**src/rtl/ea_pkg.sv**
```systemverilog
package ea_pkg;
  localparam int MODE_W = 4;

  typedef enum logic [MODE_W-1:0] {
    AM_LIT   = 4'd0,
    AM_ABS   = 4'd1,
    AM_DREF  = 4'd2,
    AM_RVAL  = 4'd3,
    AM_RPTR  = 4'd4,
    AM_BASED = 4'd5,
    AM_PCOFS = 4'd6,
    AM_POST  = 4'd7,
    AM_PRE   = 4'd8
  } amode_e;

  typedef enum logic [1:0] {
    ST_IDLE = 2'd0,
    ST_CALC = 2'd1,
    ST_WAIT = 2'd2,
    ST_DONE = 2'd3
  } rstate_e;
endpackage

```
**src/rtl/ea_calc.sv**
```systemverilog
module ea_calc
  import ea_pkg::*;
#(
  parameter int AW = 16
) (
  input  logic [MODE_W-1:0] mode,
  input  logic [AW-1:0]     field,
  input  logic [AW-1:0]     regv,
  input  logic [AW-1:0]     pcv,
  input  logic [2:0]        step,
  output logic [AW-1:0]     ea,
  output logic [1:0]        nreads,
  output logic              wb_en,
  output logic [AW-1:0]     wb_val,
  output logic [AW-1:0]     direct_val
);
  logic [AW-1:0] base, offs, step_ext;
  logic          sub;

  assign step_ext = {{(AW-3){1'b0}}, step};

  always_comb begin
    base       = field;
    offs       = '0;
    sub        = 1'b0;
    nreads     = 2'd0;
    wb_en      = 1'b0;
    direct_val = field;
    case (amode_e'(mode))
      AM_ABS:   nreads = 2'd1;
      AM_DREF:  nreads = 2'd2;
      AM_RVAL:  direct_val = regv;
      AM_RPTR:  begin base = regv; nreads = 2'd1; end
      AM_BASED: begin offs = regv; nreads = 2'd1; end
      AM_PCOFS: begin offs = pcv;  nreads = 2'd1; end
      AM_POST:  begin base = regv; nreads = 2'd1; wb_en = 1'b1; end
      AM_PRE:   begin base = regv; offs = step_ext; sub = 1'b1;
                      nreads = 2'd1; wb_en = 1'b1; end
      default:  direct_val = field;
    endcase
  end

  // single shared adder for all address forms
  assign ea     = sub ? (base - offs) : (base + offs);
  assign wb_val = sub ? ea : (regv + step_ext);
endmodule

```
**src/rtl/ea_seq.sv**
```systemverilog
module ea_seq
  import ea_pkg::*;
#(
  parameter int AW = 16
) (
  input  logic          clk,
  input  logic          rst_n,
  input  logic          launch,
  input  logic [1:0]    nreads,
  input  logic [AW-1:0] ea,
  input  logic          wb_en,
  input  logic [AW-1:0] direct_val,
  input  logic [AW-1:0] mem_rdata,
  output logic          busy,
  output logic          done,
  output logic          mem_rd,
  output logic [AW-1:0] mem_addr,
  output logic          rf_we,
  output logic [AW-1:0] operand,
  output logic [AW-1:0] eff_addr,
  output logic          ea_valid
);
  rstate_e       state_q, state_d;
  logic          sec_q, sec_d;
  logic [AW-1:0] op_q, op_d, ea_q, ea_d;
  logic          eav_q, eav_d;
  logic          op_en, ea_en;

  always_comb begin
    state_d  = state_q;
    sec_d    = sec_q;
    op_d     = op_q;
    ea_d     = ea_q;
    eav_d    = eav_q;
    op_en    = 1'b0;
    ea_en    = 1'b0;
    mem_rd   = 1'b0;
    mem_addr = ea;
    rf_we    = 1'b0;
    case (state_q)
      ST_IDLE: if (launch) state_d = ST_CALC;
      ST_CALC: begin
        rf_we = wb_en;
        ea_en = 1'b1;
        if (nreads == 2'd0) begin
          op_en   = 1'b1;
          op_d    = direct_val;
          eav_d   = 1'b0;
          state_d = ST_DONE;
        end else begin
          mem_rd  = 1'b1;
          ea_d    = ea;
          eav_d   = 1'b1;
          sec_d   = (nreads == 2'd2);
          state_d = ST_WAIT;
        end
      end
      ST_WAIT: begin
        if (sec_q) begin
          mem_rd   = 1'b1;
          mem_addr = mem_rdata;
          ea_en    = 1'b1;
          ea_d     = mem_rdata;
          sec_d    = 1'b0;
        end else begin
          op_en   = 1'b1;
          op_d    = mem_rdata;
          state_d = ST_DONE;
        end
      end
      default: state_d = ST_IDLE;
    endcase
  end

  always_ff @(posedge clk or negedge rst_n) begin
    if (!rst_n) begin
      state_q <= ST_IDLE;
      sec_q   <= 1'b0;
    end else begin
      state_q <= state_d;
      sec_q   <= sec_d;
    end
  end

  always_ff @(posedge clk or negedge rst_n) begin
    if (!rst_n) begin
      op_q <= '0;
    end else if (op_en) begin
      op_q <= op_d;
    end
  end

  always_ff @(posedge clk or negedge rst_n) begin
    if (!rst_n) begin
      ea_q  <= '0;
      eav_q <= 1'b0;
    end else if (ea_en) begin
      ea_q  <= ea_d;
      eav_q <= eav_d;
    end
  end

  assign busy     = (state_q != ST_IDLE);
  assign done     = (state_q == ST_DONE);
  assign operand  = op_q;
  assign eff_addr = ea_q;
  assign ea_valid = eav_q;
endmodule

```
**src/rtl/ea_resolver.sv**
```systemverilog
module ea_resolver
  import ea_pkg::*;
#(
  parameter int AW   = 16,
  parameter int NREG = 8,
  localparam int RW  = (NREG > 1) ? $clog2(NREG) : 1
) (
  input  logic              clk,
  input  logic              rst_n,
  input  logic              start,
  input  logic [MODE_W-1:0] mode,
  input  logic [AW-1:0]     field,
  input  logic [RW-1:0]     reg_sel,
  input  logic [AW-1:0]     pc,
  input  logic [2:0]        step_bytes,
  output logic [RW-1:0]     rf_sel,
  input  logic [AW-1:0]     rf_rdata,
  output logic              rf_we,
  output logic [AW-1:0]     rf_wdata,
  output logic              mem_rd,
  output logic [AW-1:0]     mem_addr,
  input  logic [AW-1:0]     mem_rdata,
  output logic              busy,
  output logic              done,
  output logic [AW-1:0]     operand,
  output logic [AW-1:0]     eff_addr,
  output logic              ea_valid
);
  logic [MODE_W-1:0] cmd_mode;
  logic [AW-1:0]     cmd_field, cmd_pc;
  logic [RW-1:0]     cmd_reg;
  logic [2:0]        cmd_step;
  logic              launch;
  logic [AW-1:0]     calc_ea, calc_direct;
  logic [1:0]        calc_nreads;
  logic              calc_wb_en;

  assign launch = start & ~busy;

  always_ff @(posedge clk or negedge rst_n) begin
    if (!rst_n) begin
      cmd_mode  <= '0;
      cmd_field <= '0;
      cmd_pc    <= '0;
      cmd_reg   <= '0;
      cmd_step  <= '0;
    end else if (launch) begin
      cmd_mode  <= mode;
      cmd_field <= field;
      cmd_pc    <= pc;
      cmd_reg   <= reg_sel;
      cmd_step  <= step_bytes;
    end
  end

  assign rf_sel = cmd_reg;

  ea_calc #(.AW(AW)) u_calc (
    .mode       (cmd_mode),
    .field      (cmd_field),
    .regv       (rf_rdata),
    .pcv        (cmd_pc),
    .step       (cmd_step),
    .ea         (calc_ea),
    .nreads     (calc_nreads),
    .wb_en      (calc_wb_en),
    .wb_val     (rf_wdata),
    .direct_val (calc_direct)
  );

  ea_seq #(.AW(AW)) u_seq (
    .clk        (clk),
    .rst_n      (rst_n),
    .launch     (launch),
    .nreads     (calc_nreads),
    .ea         (calc_ea),
    .wb_en      (calc_wb_en),
    .direct_val (calc_direct),
    .mem_rdata  (mem_rdata),
    .busy       (busy),
    .done       (done),
    .mem_rd     (mem_rd),
    .mem_addr   (mem_addr),
    .rf_we      (rf_we),
    .operand    (operand),
    .eff_addr   (eff_addr),
    .ea_valid   (ea_valid)
  );
endmodule

```
**config.mk**
```make
export PLATFORM = sky130hd
export DESIGN_NAME = ea_resolver
export DESIGN_NICKNAME = d
export VERILOG_FILES = /design/src/rtl/ea_pkg.sv /design/src/rtl/ea_calc.sv /design/src/rtl/ea_seq.sv /design/src/rtl/ea_resolver.sv
export SDC_FILE = /design/constraint.sdc
export NUM_CORES = 1
export LEC_CHECK = 0
export ABC_CLOCK_PERIOD_IN_PS = 12800
export BUFFER_PORTS_ARGS = -buffer_cell sky130_fd_sc_hd__buf_2
export CAP_MARGIN = 20
export CELL_PAD_IN_SITES_DETAIL_PLACEMENT = 1
export CELL_PAD_IN_SITES_GLOBAL_PLACEMENT = 2
export CORE_MARGIN = 5
export CORE_UTILIZATION = 34
export DETAILED_ROUTE_END_ITERATION = 6
export PLACE_DENSITY_LB_ADDON = 0.1
export SETUP_SLACK_MARGIN = 0.15
export SLEW_MARGIN = 20
export SYNTH_ARGS = -nofsm -noshare
export SYNTH_HDL_FRONTEND = slang
export SYNTH_SLANG_ARGS = --single-unit
```
**constraint.sdc**
```tcl
create_clock -name clk -period 12.8 [get_ports clk]
set_input_delay 2.56 -clock clk [delete_from_list [all_inputs] [get_ports clk]]
set_output_delay 2.56 -clock clk [all_outputs]
set_load 0.02 [all_outputs]
```
# --- Word-level counts from Yosys, hierarchy flattened ---
# Cells that the tools add are included.
word_totals:
  output_inout_bits: 72
  reg_bits: 78
  wordCells: 74
op_classes:
  n_addsub: 3
  reduce_logical: 12
  bitwise_logic: 2
  n_mux: 30
  n_eq_ne: 17
ops:
  columns: ["cell", "count"]
  rows:
  - ["16-bit 2-to-1 mux", 10]
  - ["16-bit case mux with 2 select lines", 2]
  - ["16-bit case mux with 3 select lines", 1]
  - ["16-bit adder", 1]
  - ["16-bit by 3-bit adder with 16-bit output", 1]
  - ["4-bit by 3-bit == test with 1-bit output (second input constant)", 4]
  - ["16-bit subtractor", 1]
  - ["1-bit 2-to-1 mux", 9]
  - ["4-bit by 2-bit == test with 1-bit output (second input constant)", 2]
  - ["1-bit case mux with 2 select lines", 4]
  - ["4-bit AND reduction", 2]
  - ["2-bit == test (second input constant)", 3]
  - ["2-bit inequality test (second input constant)", 3]
  - ["2-bit case mux with 3 select lines", 1]
  - ["2-bit AND reduction", 3]
  - ["6-bit OR reduction", 1]
  - ["4-bit by 1-bit == test with 1-bit output (second input constant)", 1]
  - ["4-bit == test (second input constant)", 1]
  - ["2-bit logical NOT", 2]
  - ["2-bit 2-to-1 mux", 2]
  - ["2-bit by 1-bit inequality test with 1-bit output (second input constant)", 2]
  - ["2-bit case mux with 2 select lines", 1]
  - ["2-bit nonzero test", 2]
  - ["3-bit OR reduction", 1]
  - ["4 further kinds", 4]

# --- Logic depth before layout (Yosys ltp) ---
# Gate-level depths: netlist (run 1).
logic_depth:
  word_depth: 7
  depth_mapped: 18
  depth_no_buf: 16

# --- Cells and area by module ---
# Synthesis (run 1) repeated with hierarchy kept, for this count alone.
unflattened:
  hier_cells: 608
  area_unflattened_um2: 6297.3
by_module_without_submodules:
  columns: ["module", "cells_each", "area_each_um2", "seq_area_each_um2", "n_inst"]
  rows:
  - ["ea_calc", 323, 2312.2, 0.0, 1]
  - ["ea_seq", 195, 2200.9, 900.9, 1]
  - ["ea_resolver", 90, 1784.2, 1051.0, 1]

# --- Worst setup path after synthesis (run 1) ---
# Ideal clock, no wire load.
synth_path:
  path_kind: "input to output"
  startpoint: "input port rf_rdata[5]"
  endpoint: "output port rf_wdata[15]"
  slack_ns: 4.552
  t_arrival_ns: 5.688
  required_ns: 10.240
  path_stages: 16
  cell_sequence: "clkbuf_1 > a22oi_1 > nor2_1 > nor2_1 > a31oi_1 > nor2_1 > xor2_1 > ha_1 > and3_1 > and3_1 > a211oi_1 > o21ai_0 > o311ai_1 > o21ai_0 > xnor2_1 > mux2i_1"
synth_between:
  elab_chain_len: 4
  elab_cells_between_ends: 7
synth_rtl:
  columns: ["item", "line_no", "rtl"]
  rows:
  - ["from (decl)", "ea_resolver.sv:17", "input logic [AW-1:0] rf_rdata,"]
  - ["16-bit case mux with 3 select lines or 16-bit 2-to-1 mux (tied branches)", "ea_calc.sv:29", "case (amode_e'(mode))"]
  - ["16-bit adder or 16-bit subtractor (tied branches)", "ea_calc.sv:44", "assign ea = sub ? (base - offs) : (base + offs);"]
  - ["16-bit 2-to-1 mux", "ea_calc.sv:44", null]
  - ["16-bit 2-to-1 mux (*)", "ea_calc.sv:45", "assign wb_val = sub ? ea : (regv + step_ext);"]
  - ["to (decl)", "ea_resolver.sv:19", "output logic [AW-1:0] rf_wdata,"]
# Every way passes the cells marked *; elsewhere a longest branch is shown, timed or not.

# --- Worst setup path in the final report (run 1) ---
layout_path:
  startpoint: "input port rf_rdata[1]"
  endpoint: "output port rf_wdata[15]"
# The elaborated chain is that of the path after synthesis.

==> results_dict.tcl, run 1 <==
set metrics [dict create \
    post_cts.resized_instances 0 \
    worstReg2RegStart "cmd_mode[1]" \
    critPathKind "in2out" \
    cts-root-buf "sky130_fd_sc_hd__clkbuf_16" \
    timing.hold.worst.start "u_seq.operand[0]" \
    achievable-frequency_mhz 113 \
    period_minus_slack_ns 8.84 \
    hold_path_class "reg2reg" \
    post_synth_inst_count 626 \
    hold_worst_path_end "u_seq.operand[0]" \
    ys_async_sr_fraction_pct 100 \
    rsz0062_at_grt "no" \
    timing.final.crit_share_pct 69.1 \
    design.core.area_mm2 0.0165 \
    globalRouteOverflowTotal 0 \
    required_ns 10.24 \
    grt_pass1_wl_um 30500 \
    critical_path_peak_fanout 4 \
    maximum_number_of_pins_on_one_net_before_global_route_repair 79 \
    pin_count 149 \
    synthDistinctLibCells 64 \
    synth.net_count 728 \
    chipHeight_um 139 \
    critical_path.endpoint_type "output port" \
    area_growth_syn_to_layout_pct 21.2 \
    clock_sink_count 78 \
    grtUsageTotal_pct 19.8 \
    post_cts.repair.setup_buffers 0 \
    setup_viol 0 \
    synth_seq_area_share_pct 34.5 \
    rrSetupSlack_ns 8.01 \
    worst-endpoint-arrival_ns 6.28 \
    clk_latency_ns 0.35 \
    reg2reg_depth 16 \
    detail_route.wirelength_um 19200 \
    detail_route.vias_per_cell 5.21 \
    route.detailed.wl_per_inst_um 19.7 \
    final_layout_size_suffix_gt1_share_pct 33.0 \
    synth_edf_count 0 \
    syn-mean-instance-area_um2 9.05 \
    cells_on_worst_hold_path 2 \
    place_congestion 0.895 \
    run_status "finished clean" \
    cts_made_buffers 9 \
    drt-pass1-iter-count 4 \
    clkSlewWorstSetupHoldPaths_ns 0.07 \
    vias 5094 \
    antenna_found_initial 0 \
    port-buffer-count 148 \
    seqCellArea_mm2 0.00195 \
    final.fill_count 1935 \
    clock_tree.htree_level_count 3 \
    initial_core_util_pct 34.4 \
    fin_skew_ns 0.00633 \
    worst_slew_margin_rel_pct 33.3 \
    drtAntennaViolNets 0 \
    drc 0 \
    r2r-end "u_seq.eff_addr[15]" \
    mappedNetlistArea_mm2 0.00566 \
    ys_seq_elements 78 \
    vias_in_the_first_global_route 5363 \
    hold_viol_final 0 \
    timing.setup.tns_ns 0 \
    fp-row-count 47 \
    antennaDiodeCount 0 \
    worst_setup_path_start_kind "primary input" \
    tritoncts "done" \
    initialDrtViolationCount 255 \
    synth_warn 0 \
    nets 854 \
    max-clock-path-buffers 2 \
    yosys_most_used_dff "sky130_fd_sc_hd__dfrtp_1" \
    drv_cap 0 \
    floorplan.die.width_um 139 \
    die-area_mm2 0.0193 \
    max_slew.worst_pin.slew_ns 0.997 \
    final-max-slew-violation-count 0 \
    dp_hpwl_um 15000 \
    cts.hold.buffers_added 0 \
    multi_input_comb_area_mm2 0.00349 \
]
[metrics by stage]
stage / worst slack (ns) / hold WS, ns / utilization (%) / instances / instance area [um^2]
floorplan: 4.55 / 0.471 / - / 626 / 5660
global placement: 4.15 / 0.452 / 39.8 / 961 / 6550
detailed placement: 4.01 / 0.462 / 39.8 / 961 / 6550
CTS: 3.98 / 0.477 / 41.6 / 977 / 6860
global route: 3.69 / 0.506 / 41.7 / 977 / 6870
finish: 3.96 / 0.470 / 41.7 / 977 / 6870
[metal layers]
layer / GRT usage (%) / vias up / routed length [um]
met3: 4.03 / 14 / 1080
met4: 4.63 / 0 / 240
met2: 31.6 / 142 / 8790
li1: - / 2460 / -
met1: 27.7 / 2478 / 9110
met5: 0 / - / 0
[final cells by class]
type                            count  share of cell area (%)
Tap cell                          220                    4.01
Clock inverter                      5                   0.857
Inverter                           13                   0.711
Multi-Input combinational cell    495                    50.8
Clock buffer                       11                    3.54
Sequential cell                    78                    28.4
Timing Repair Buffer              155                    11.6
[cell usage in the layout (no fill, tap or decap), types with 12 or more instances in the layout]
cell and count:
sky130_fd_sc_hd__buf_2 147, sky130_fd_sc_hd__mux2_2 62, sky130_fd_sc_hd__xor2_1 22, sky130_fd_sc_hd__nor2_1 54
sky130_fd_sc_hd__mux2i_1 20, sky130_fd_sc_hd__o21ai_0 60, sky130_fd_sc_hd__a21oi_1 31, sky130_fd_sc_hd__ha_1 23
sky130_fd_sc_hd__nand2_1 84, sky130_fd_sc_hd__xnor2_1 19, sky130_fd_sc_hd__inv_1 12, sky130_fd_sc_hd__dfrtp_1 78
[critical path, stage by stage]
cell	delay (ns)
sky130_fd_sc_hd__buf_2	0.16
sky130_fd_sc_hd__a22oi_4	0.18
sky130_fd_sc_hd__a21boi_0	0.25
sky130_fd_sc_hd__ha_1	0.28
sky130_fd_sc_hd__a31oi_1	0.19
sky130_fd_sc_hd__nor2_1	0.17
sky130_fd_sc_hd__xor2_1	0.16
sky130_fd_sc_hd__ha_1	0.29
sky130_fd_sc_hd__and3_1	0.23
sky130_fd_sc_hd__and3_1	0.19
sky130_fd_sc_hd__a211oi_1	0.19
sky130_fd_sc_hd__o21ai_0	0.17
sky130_fd_sc_hd__o311ai_1	0.37
sky130_fd_sc_hd__o21ai_0	0.18
sky130_fd_sc_hd__xnor2_1	0.38
sky130_fd_sc_hd__mux2i_1	0.15
sky130_fd_sc_hd__buf_2	0.19
[sequential cells by signal, indices dropped and copies added, names as in the netlist]
name and cells:
cmd_field 16, u_seq.sec_q 1, cmd_step 3, cmd_mode 4
u_seq.ea_valid 1, cmd_pc 16, u_seq.state_q 2, rf_sel 3
u_seq.operand 16, u_seq.eff_addr 16
[worst max path at each step]
stage	slack, ns	end	startpoint
final	3.96	rf_wdata[15]	rf_rdata[1]
after global routing	3.69	rf_wdata[15]	rf_rdata[3]
after CTS	3.98	rf_wdata[15]	rf_rdata[1]
after detailed placement	4.01	rf_wdata[15]	rf_rdata[3]
after global placement	4.15	rf_wdata[15]	rf_rdata[3]
after floorplan	4.55	rf_wdata[15]	rf_rdata[5]
[cell families (layout without fill, tap and decap cells)]
group           after synthesis  count (layout)  share of synthesized area [%]
simple gates                192             192                           16.2
compound gates              155             155                           17.1
xor+xnor                     41              41                           6.34
fa+ha+maj                    25              25                           5.79
mux                          82              82                           15.9
buf+inv                      53             184                           4.20
flops                        78              78                           34.5
[Yosys cell counts, drive strengths merged, types with 2 or more instances]
| cell type | number | area share [%] |
|---|---|---|
| and3b | 2 | 0.31 |
| fa | 2 | 0.71 |
| o211ai | 3 | 0.40 |
| a31oi | 7 | 0.77 |
| a21o | 3 | 0.40 |
| nand3 | 7 | 0.62 |
| a22o | 2 | 0.31 |
| buf | 14 | 1.6 |
| o21ai | 66 | 5.9 |
| ha | 23 | 5.1 |
| a22oi | 14 | 2.4 |
| nor3 | 3 | 0.27 |
| o221ai | 2 | 0.31 |
| and3 | 3 | 0.33 |
| a211oi | 3 | 0.40 |
| o21bai | 2 | 0.27 |
| and2 | 2 | 0.22 |
| o31a | 2 | 0.31 |
| or2 | 4 | 0.44 |
| inv | 12 | 0.80 |
| xnor2 | 19 | 2.9 |
| nor3b | 2 | 0.44 |
| a21boi | 4 | 0.60 |
| nand2 | 85 | 5.6 |
| clkbuf | 26 | 1.7 |
| nand2b | 4 | 0.44 |
| a21oi | 31 | 2.7 |
| xor2 | 22 | 3.4 |
| mux2i | 20 | 3.5 |
| nor4bb | 2 | 0.62 |
| dfrtp | 78 | 34 |
| o21a | 4 | 0.53 |
| o31ai | 5 | 0.66 |
| nand4 | 5 | 0.66 |
| nor2b | 11 | 1.2 |
| mux2 | 62 | 12 |
| nor2 | 54 | 3.6 |
Power of run 1 is not shown: default switching activity piles up to over one toggle a cycle in this logic, so the estimate is an artifact.
==> inputs of run 2 (changes only) <==
- ABC_AREA: default -> 1
- ABC_CLOCK_PERIOD_IN_PS: 12800 -> 8400
- CORE_UTILIZATION: 34 -> 31
- clock period: 12.8 -> 8.4 ns (I/O delays scaled with it)
==> run 2 against run 1 <==
  * Count of clock-buffer cells in the layout grew 2
  * First-iteration DRC count decreased by 6.3%
  * Largest cell class unchanged
  * Wire length up 7.2%
==> results_dict.tcl, run 2 <==
set metrics [dict create \
    run_status "finished clean" \
    initial_core_util_pct 31.2 \
    timing.final.crit_share_pct 75.8 \
    cts-root-buf "sky130_fd_sc_hd__clkbuf_16" \
    route.detailed.wl_per_inst_um 18.5 \
    worst_path_largest_cell_delay_ns 0.33 \
    antennaDiodeCount 0 \
    max_slew.worst_pin.slew_ns 0.814 \
    drt-pass1-iter-count 4 \
    ys_async_sr_fraction_pct 100 \
    syn-mean-instance-area_um2 7.85 \
    reg2reg_depth 15 \
    layout.cell_area.non_filler_mm2 0.00705 \
    required_ns 6.72 \
    worst-endpoint-arrival_ns 4.69 \
    drc 0 \
    grtUsageTotal_pct 19.3 \
    design.core.area_mm2 0.0186 \
    tritoncts "done" \
    hold_worst_path_end "u_seq.eff_addr[7]" \
    place_congestion 0.836 \
    synth_seq_area_share_pct 33.6 \
    fin_skew_ns 0.00936 \
    antenna_found_initial 0 \
    timing.setup.tns_ns 0 \
    synth_top_family_by_area "simple AND/OR/NAND/NOR gates" \
    period_minus_slack_ns 6.37 \
    cts_made_buffers 9 \
    yosysTopAreaCell "sky130_fd_sc_hd__dfrtp_1" \
    die-area_mm2 0.0216 \
    timing.critical_path.buf_inv 3 \
    clk_latency_ns 0.35 \
    synthDistinctLibCells 47 \
    path_cells "buf_2 -> inv_1 -> nor2_2 -> nor2_2 -> ha_1 -> nand2_1 -> nor2_2 -> nand3_1 -> nand2_2 -> nand2_2 -> xor2_1 -> ha_1 -> a21o_1 -> a21oi_1 -> nand3_1 -> a21o_1 -> or2_2 -> nand3_1 -> o21ai_0 -> buf_2" \
    nets 978 \
    cells_on_worst_hold_path 2 \
    netlist.area_leader.share_pct 33.6 \
    seqCellArea_mm2 0.00195 \
    clock_sink_count 78 \
    globalRouteOverflowTotal 0 \
    yosys_most_used_dff "sky130_fd_sc_hd__dfrtp_1" \
    r2r-end "u_seq.eff_addr[10]" \
    worst_slew_margin_rel_pct 45.7 \
    post_cts.repair.setup_buffers 0 \
    detail_route.vias_per_cell 4.93 \
    multi_input_comb_area_mm2 0.00350 \
    max-clock-path-buffers 2 \
    timing.hold.worst.start "u_seq.eff_addr[7]" \
    synth_adder_area_share_pct 5.65 \
    critPathKind "in2out" \
    synth_warn 0 \
    setup_viol 0 \
    synth_simple_gate_area_share_pct 24.0 \
    critical_path.endpoint_type "output port" \
    fp-row-count 50 \
    drtAntennaViolNets 0 \
    ys_seq_elements 78 \
    pin_count 149 \
    mappedNetlistArea_mm2 0.00581 \
    vias 5493 \
    post_dp_cell_area_mm2 0.00674 \
    drv_cap 0 \
    port-buffer-count 148 \
    worstReg2RegStart "cmd_mode[3]" \
    final-max-slew-violation-count 0 \
    floorplan.die.width_um 147 \
    synth-compound-area-share_pct 16.0 \
    dp_hpwl_um 16500 \
    yosys-top-cells-area "sky130_fd_sc_hd__dfrtp_1, sky130_fd_sc_hd__nand2_1, sky130_fd_sc_hd__mux2_2" \
    area_growth_syn_to_layout_pct 21.4 \
    crit_slowest_cell "sky130_fd_sc_hd__ha_1" \
    top_library_cells_by_usage_in_the_layout_fill_and_taps_aside "sky130_fd_sc_hd__nand2_1, sky130_fd_sc_hd__buf_2, sky130_fd_sc_hd__dfrtp_1" \
    critical_path_peak_fanout 4 \
    clock_tree.htree_level_count 3 \
    detail_route.wirelength_um 20600 \
    post_cts.resized_instances 0 \
    clkSlewWorstSetupHoldPaths_ns 0.06 \
    synth_edf_count 0 \
    post_synth_inst_count 740 \
    vias_in_the_first_global_route 5860 \
    hold_path_class "reg2reg" \
    initialDrtViolationCount 239 \
    layout_commonest_cell "sky130_fd_sc_hd__nand2_1" \
    maximum_number_of_pins_on_one_net_before_global_route_repair 79 \
    hold_viol_final 0 \
    path_depth 20 \
    synth_xor_xnor_area_share_pct 4.68 \
    rrSetupSlack_ns 4.31 \
    achievable-frequency_mhz 157 \
    cts.hold.buffers_added 0 \
    rsz0062_at_grt "no" \
    grt_pass1_wl_um 33000 \
    multiplexer_area_fraction_after_synthesis_pct 9.96 \
    critical_path.top_delay_family "simple AND/OR/NAND/NOR gates" \
    final.fill_count 2310 \
    final_layout_size_suffix_gt1_share_pct 30.4 \
    synth.net_count 842 \
    worst_setup_path_start_kind "primary input" \
    chipHeight_um 147 \
    netlist_top_cells_count "sky130_fd_sc_hd__nand2_1, sky130_fd_sc_hd__dfrtp_1, sky130_fd_sc_hd__o21ai_0" \
    synthMostInstantiatedCell "sky130_fd_sc_hd__nand2_1" \
]
==> run 2: cell types whose count changed after synthesis, sizes merged, moves of 14 or more <==
cell   delta
nand3    +36
nor2     +21
mux2     -14
a21oi    +16
nand2    +95
mux2i    -20
o21ai    +17
inv      +49
a22oi    -14
==> run 2: per-layer routing <==
| layer | share of wire (%) | vias to the layer above | global-route usage, % |
|---|---|---|---|
| met5 | 0 | - | 0 |
| met4 | 1.1 | 0 | 4.84 |
| met3 | 5.8 | 14 | 3.27 |
| met2 | 45 | 129 | 30.1 |
| met1 | 48 | 2619 | 27.8 |
| li1 | - | 2731 | - |
==> run 2: layout make-up <==
| cell class | instances | area share [%] |
|---|---|---|
| clock inverter | 3 | 0.604 |
| timing repair buffer | 151 | 10.9 |
| clock buffer | 13 | 3.69 |
| multi-input combinational | 574 | 49.6 |
| inverter | 62 | 3.30 |
| tap | 234 | 4.15 |
| sequential | 78 | 27.7 |
==> run 2: how the worst max path moves through the flow <==
stage	from	end	slack, ns
final	rf_rdata[1]	rf_wdata[13]	2.03
after global routing	rf_rdata[1]	rf_wdata[15]	1.67
after detailed placement	rf_rdata[1]	rf_wdata[13]	2.02
after CTS	rf_rdata[1]	rf_wdata[13]	2.00
after global placement	rf_rdata[1]	rf_wdata[13]	2.05
after floorplan	rf_rdata[1]	rf_wdata[13]	2.55
==> run 2: metrics by stage <==
stage	utilization, %	cells	hold WS (ns)	setup slack, ns
final	37.9	1115	0.483	2.03
after global routing	37.9	1115	0.513	1.67
after CTS	37.9	1115	0.490	2.00
after detailed placement	36.3	1099	0.475	2.02
after global placement	36.3	1099	0.461	2.05
after floorplan	-	740	0.480	2.55
==> run 2: cell families after synthesis <==
logic type	Yosys count
buf+inv	88
compound gates	158
mux	48
simple gates	312
flops	78
xor+xnor	31
fa+ha+maj	25
==> run 2: worst reg2reg max path, stage by stage (launching register included) <==
cell and delay [ns]:
sky130_fd_sc_hd__dfrtp_1 0.46, sky130_fd_sc_hd__inv_2 0.13, sky130_fd_sc_hd__nor2_4 0.05, sky130_fd_sc_hd__nand2_2 0.40, sky130_fd_sc_hd__clkinv_1 0.68, sky130_fd_sc_hd__nor2_1 0.30
sky130_fd_sc_hd__xor2_1 0.21, sky130_fd_sc_hd__ha_1 0.31, sky130_fd_sc_hd__nand3_1 0.11, sky130_fd_sc_hd__nand2_1 0.15, sky130_fd_sc_hd__a21oi_1 0.37, sky130_fd_sc_hd__nor2_1 0.08
sky130_fd_sc_hd__o2bb2ai_1 0.23, sky130_fd_sc_hd__xnor2_1 0.29, sky130_fd_sc_hd__nand2_1 0.11, sky130_fd_sc_hd__a2bb2oi_1 0.14
Power of run 2 is left out for the same reason.
==> inputs of run 3 (changes only) <==
- ABC_AREA: 1 -> 0
- ABC_CLOCK_PERIOD_IN_PS: 8400 -> 5500
- CORE_UTILIZATION: 31 -> 29
- clock period: 8.4 -> 5.5 ns (I/O delays scaled with it)
==> run 3 against run 2 <==
  * Die area rose by 4.0%
  * Flip-flop and latch count unchanged
  * Count of clock-buffer cells in the layout fell by 1
==> results_dict.tcl, run 3 (same netlist as run 1, synthesis figures left out) <==
set metrics [dict create \
    timing.final.crit_share_pct 99.1 \
    route.detailed.wl_per_inst_um 19.1 \
    drtAntennaViolNets 0 \
    floorplan.die.width_um 150 \
    grt_pass1_wl_um 32300 \
    timing_startpoint_of_the_critical_path "rf_rdata[3]" \
    critical_path.endpoint "mem_addr[13]" \
    cts_made_buffers 9 \
    period_minus_slack_ns 5.45 \
    area_growth_syn_to_layout_pct 39.9 \
    clock_sink_count 78 \
    fin_worst_hold_slack_ns 0.464 \
    detail_route.vias_per_cell 4.88 \
    globalRouteOverflowTotal 0 \
    tritoncts "done" \
    critical_path.top_delay_family "compound AO/OA/AOI/OAI gates" \
    critical_path_peak_fanout 3 \
    run_status "finished clean" \
    r2r-end "u_seq.eff_addr[15]" \
    max_slew.worst_pin.slew_ns 0.979 \
    worst_path_largest_cell_delay_ns 0.35 \
    worst_setup_path_start_kind "primary input" \
    reg2reg_depth 18 \
    nets 926 \
    worst_path_most_repeated_cell "sky130_fd_sc_hd__nor2_1" \
    hold_path_class "reg2reg" \
    layout_commonest_cell "sky130_fd_sc_hd__buf_2" \
    fp-row-count 51 \
    antenna_found_initial 0 \
    setup_viol 0 \
    timing.critical_path.buf_inv 4 \
    worstReg2RegStart "cmd_mode[0]" \
    design.core.area_mm2 0.0193 \
    achievable-frequency_mhz 183 \
    critical_path.endpoint_type "output port" \
    dp_hpwl_um 16300 \
    gr-max-usage-layer "met2" \
    crit_slowest_cell "sky130_fd_sc_hd__o31a_1" \
    vias_in_the_first_global_route 5656 \
    utilization_pct 41.0 \
    clkSlewWorstSetupHoldPaths_ns 0.06 \
    required_ns 4.40 \
    gr-usage-met1_pct 26.0 \
    hold_viol_final 0 \
    drt-pass1-iter-count 4 \
    final.fill_count 2298 \
    path_cells "buf_6 -> and3b_1 -> nor2_1 -> a31oi_2 -> o31a_1 -> xor2_1 -> ha_1 -> and3_4 -> and3_4 -> a211oi_4 -> o21ai_4 -> o311ai_4 -> buf_4 -> buf_6 -> xnor2_4 -> nor2_1 -> nor2_1 -> buf_4" \
    grtUsageTotal_pct 18.7 \
    final-max-slew-violation-count 0 \
    detail_route.wirelength_um 20900 \
    rsz0062_at_grt "yes" \
    place_congestion 0.810 \
    worst_slew_margin_rel_pct 34.5 \
    initialDrtViolationCount 139 \
    clock_tree.htree_level_count 3 \
    max-clock-path-buffers 2 \
    worst-endpoint-arrival_ns 4.35 \
    pin_count 149 \
    cells_on_worst_hold_path 2 \
    groute.layer.met3.usage_pct 3.42 \
    path_depth 18 \
    die-area_mm2 0.0224 \
    timing.final.ws_setup_ns 0.0496 \
    port-buffer-count 148 \
    maximum_number_of_pins_on_one_net_before_global_route_repair 79 \
    rrSetupSlack_ns 1.55 \
    cts.hold.buffers_added 0 \
    chipHeight_um 150 \
    antennaDiodeCount 0 \
    drc 0 \
    vias 5338 \
    drv_cap 0 \
    top_library_cells_by_usage_in_the_layout_fill_and_taps_aside "sky130_fd_sc_hd__buf_2, sky130_fd_sc_hd__nand2_1, sky130_fd_sc_hd__buf_4" \
    cts-root-buf "sky130_fd_sc_hd__clkbuf_16" \
    preCtsSetupSlack_ns -0.227 \
    initial_core_util_pct 29.3 \
    fin_skew_ns 0.0100 \
    critPathKind "in2out" \
    use_met2_pct 29.8 \
    final_layout_size_suffix_gt1_share_pct 46.0 \
    clk_latency_ns 0.36 \
]
-- run 3: final cells by class --
cell class	count	area [um^2]	area share, %
multi-input combinational	495	3870	48.8
sequential	78	1960	24.7
timing repair buffer	227	1400	17.7
tap	265	332	4.18
clock buffer	12	246	3.11
clock inverter	4	70.1	0.884
inverter	13	48.8	0.616
-- run 3: tightest hold or removal path, cell delays in order (launching register included) --
cell	delay [ns]
sky130_fd_sc_hd__dfrtp_1	0.34
sky130_fd_sc_hd__nand2_1	0.05
sky130_fd_sc_hd__nand2_1	0.05
-- run 3: worst min-delay path by stage --
stage	startpoint	end	slack, ns
final	u_seq.eff_addr[0]	u_seq.eff_addr[0]	0.46
after global routing	u_seq.ea_valid	u_seq.ea_valid	0.50
after CTS	u_seq.eff_addr[0]	u_seq.eff_addr[0]	0.48
after detailed placement	u_seq.eff_addr[0]	u_seq.eff_addr[0]	0.46
after global placement	u_seq.eff_addr[0]	u_seq.eff_addr[0]	0.46
after floorplan	cmd_pc[3]	cmd_pc[3]	0.47
-- run 3: metal layers --
| metal | up-vias | wire length [um] |
|---|---|---|
| li1 | 2596 | - |
| met3 | 15 | 1080 |
| met4 | 0 | 289 |
| met1 | 2599 | 9780 |
| met2 | 128 | 9720 |
| met5 | - | 0 |
-- run 3: timing repair --
action / 4_1_cts / 5_1_grt
gates resized for setup: 60 / 44
setup buffers: 20 / 10
pin swaps: 35 / 10
hold endpoints to repair: 0 / 0
setup endpoints to repair: 16 / 16
-- run 3: stage by stage --
stage                     setup TNS, ns  std cells  area [um^2]
after floorplan                       0        626         5660
after global placement           -0.111       1048         6930
after detailed placement         -0.653       1048         6930
after CTS                             0       1084         7660
after global routing             -0.177       1094         7920
final                                 0       1094         7920
Power of run 3 is left out for the same reason.
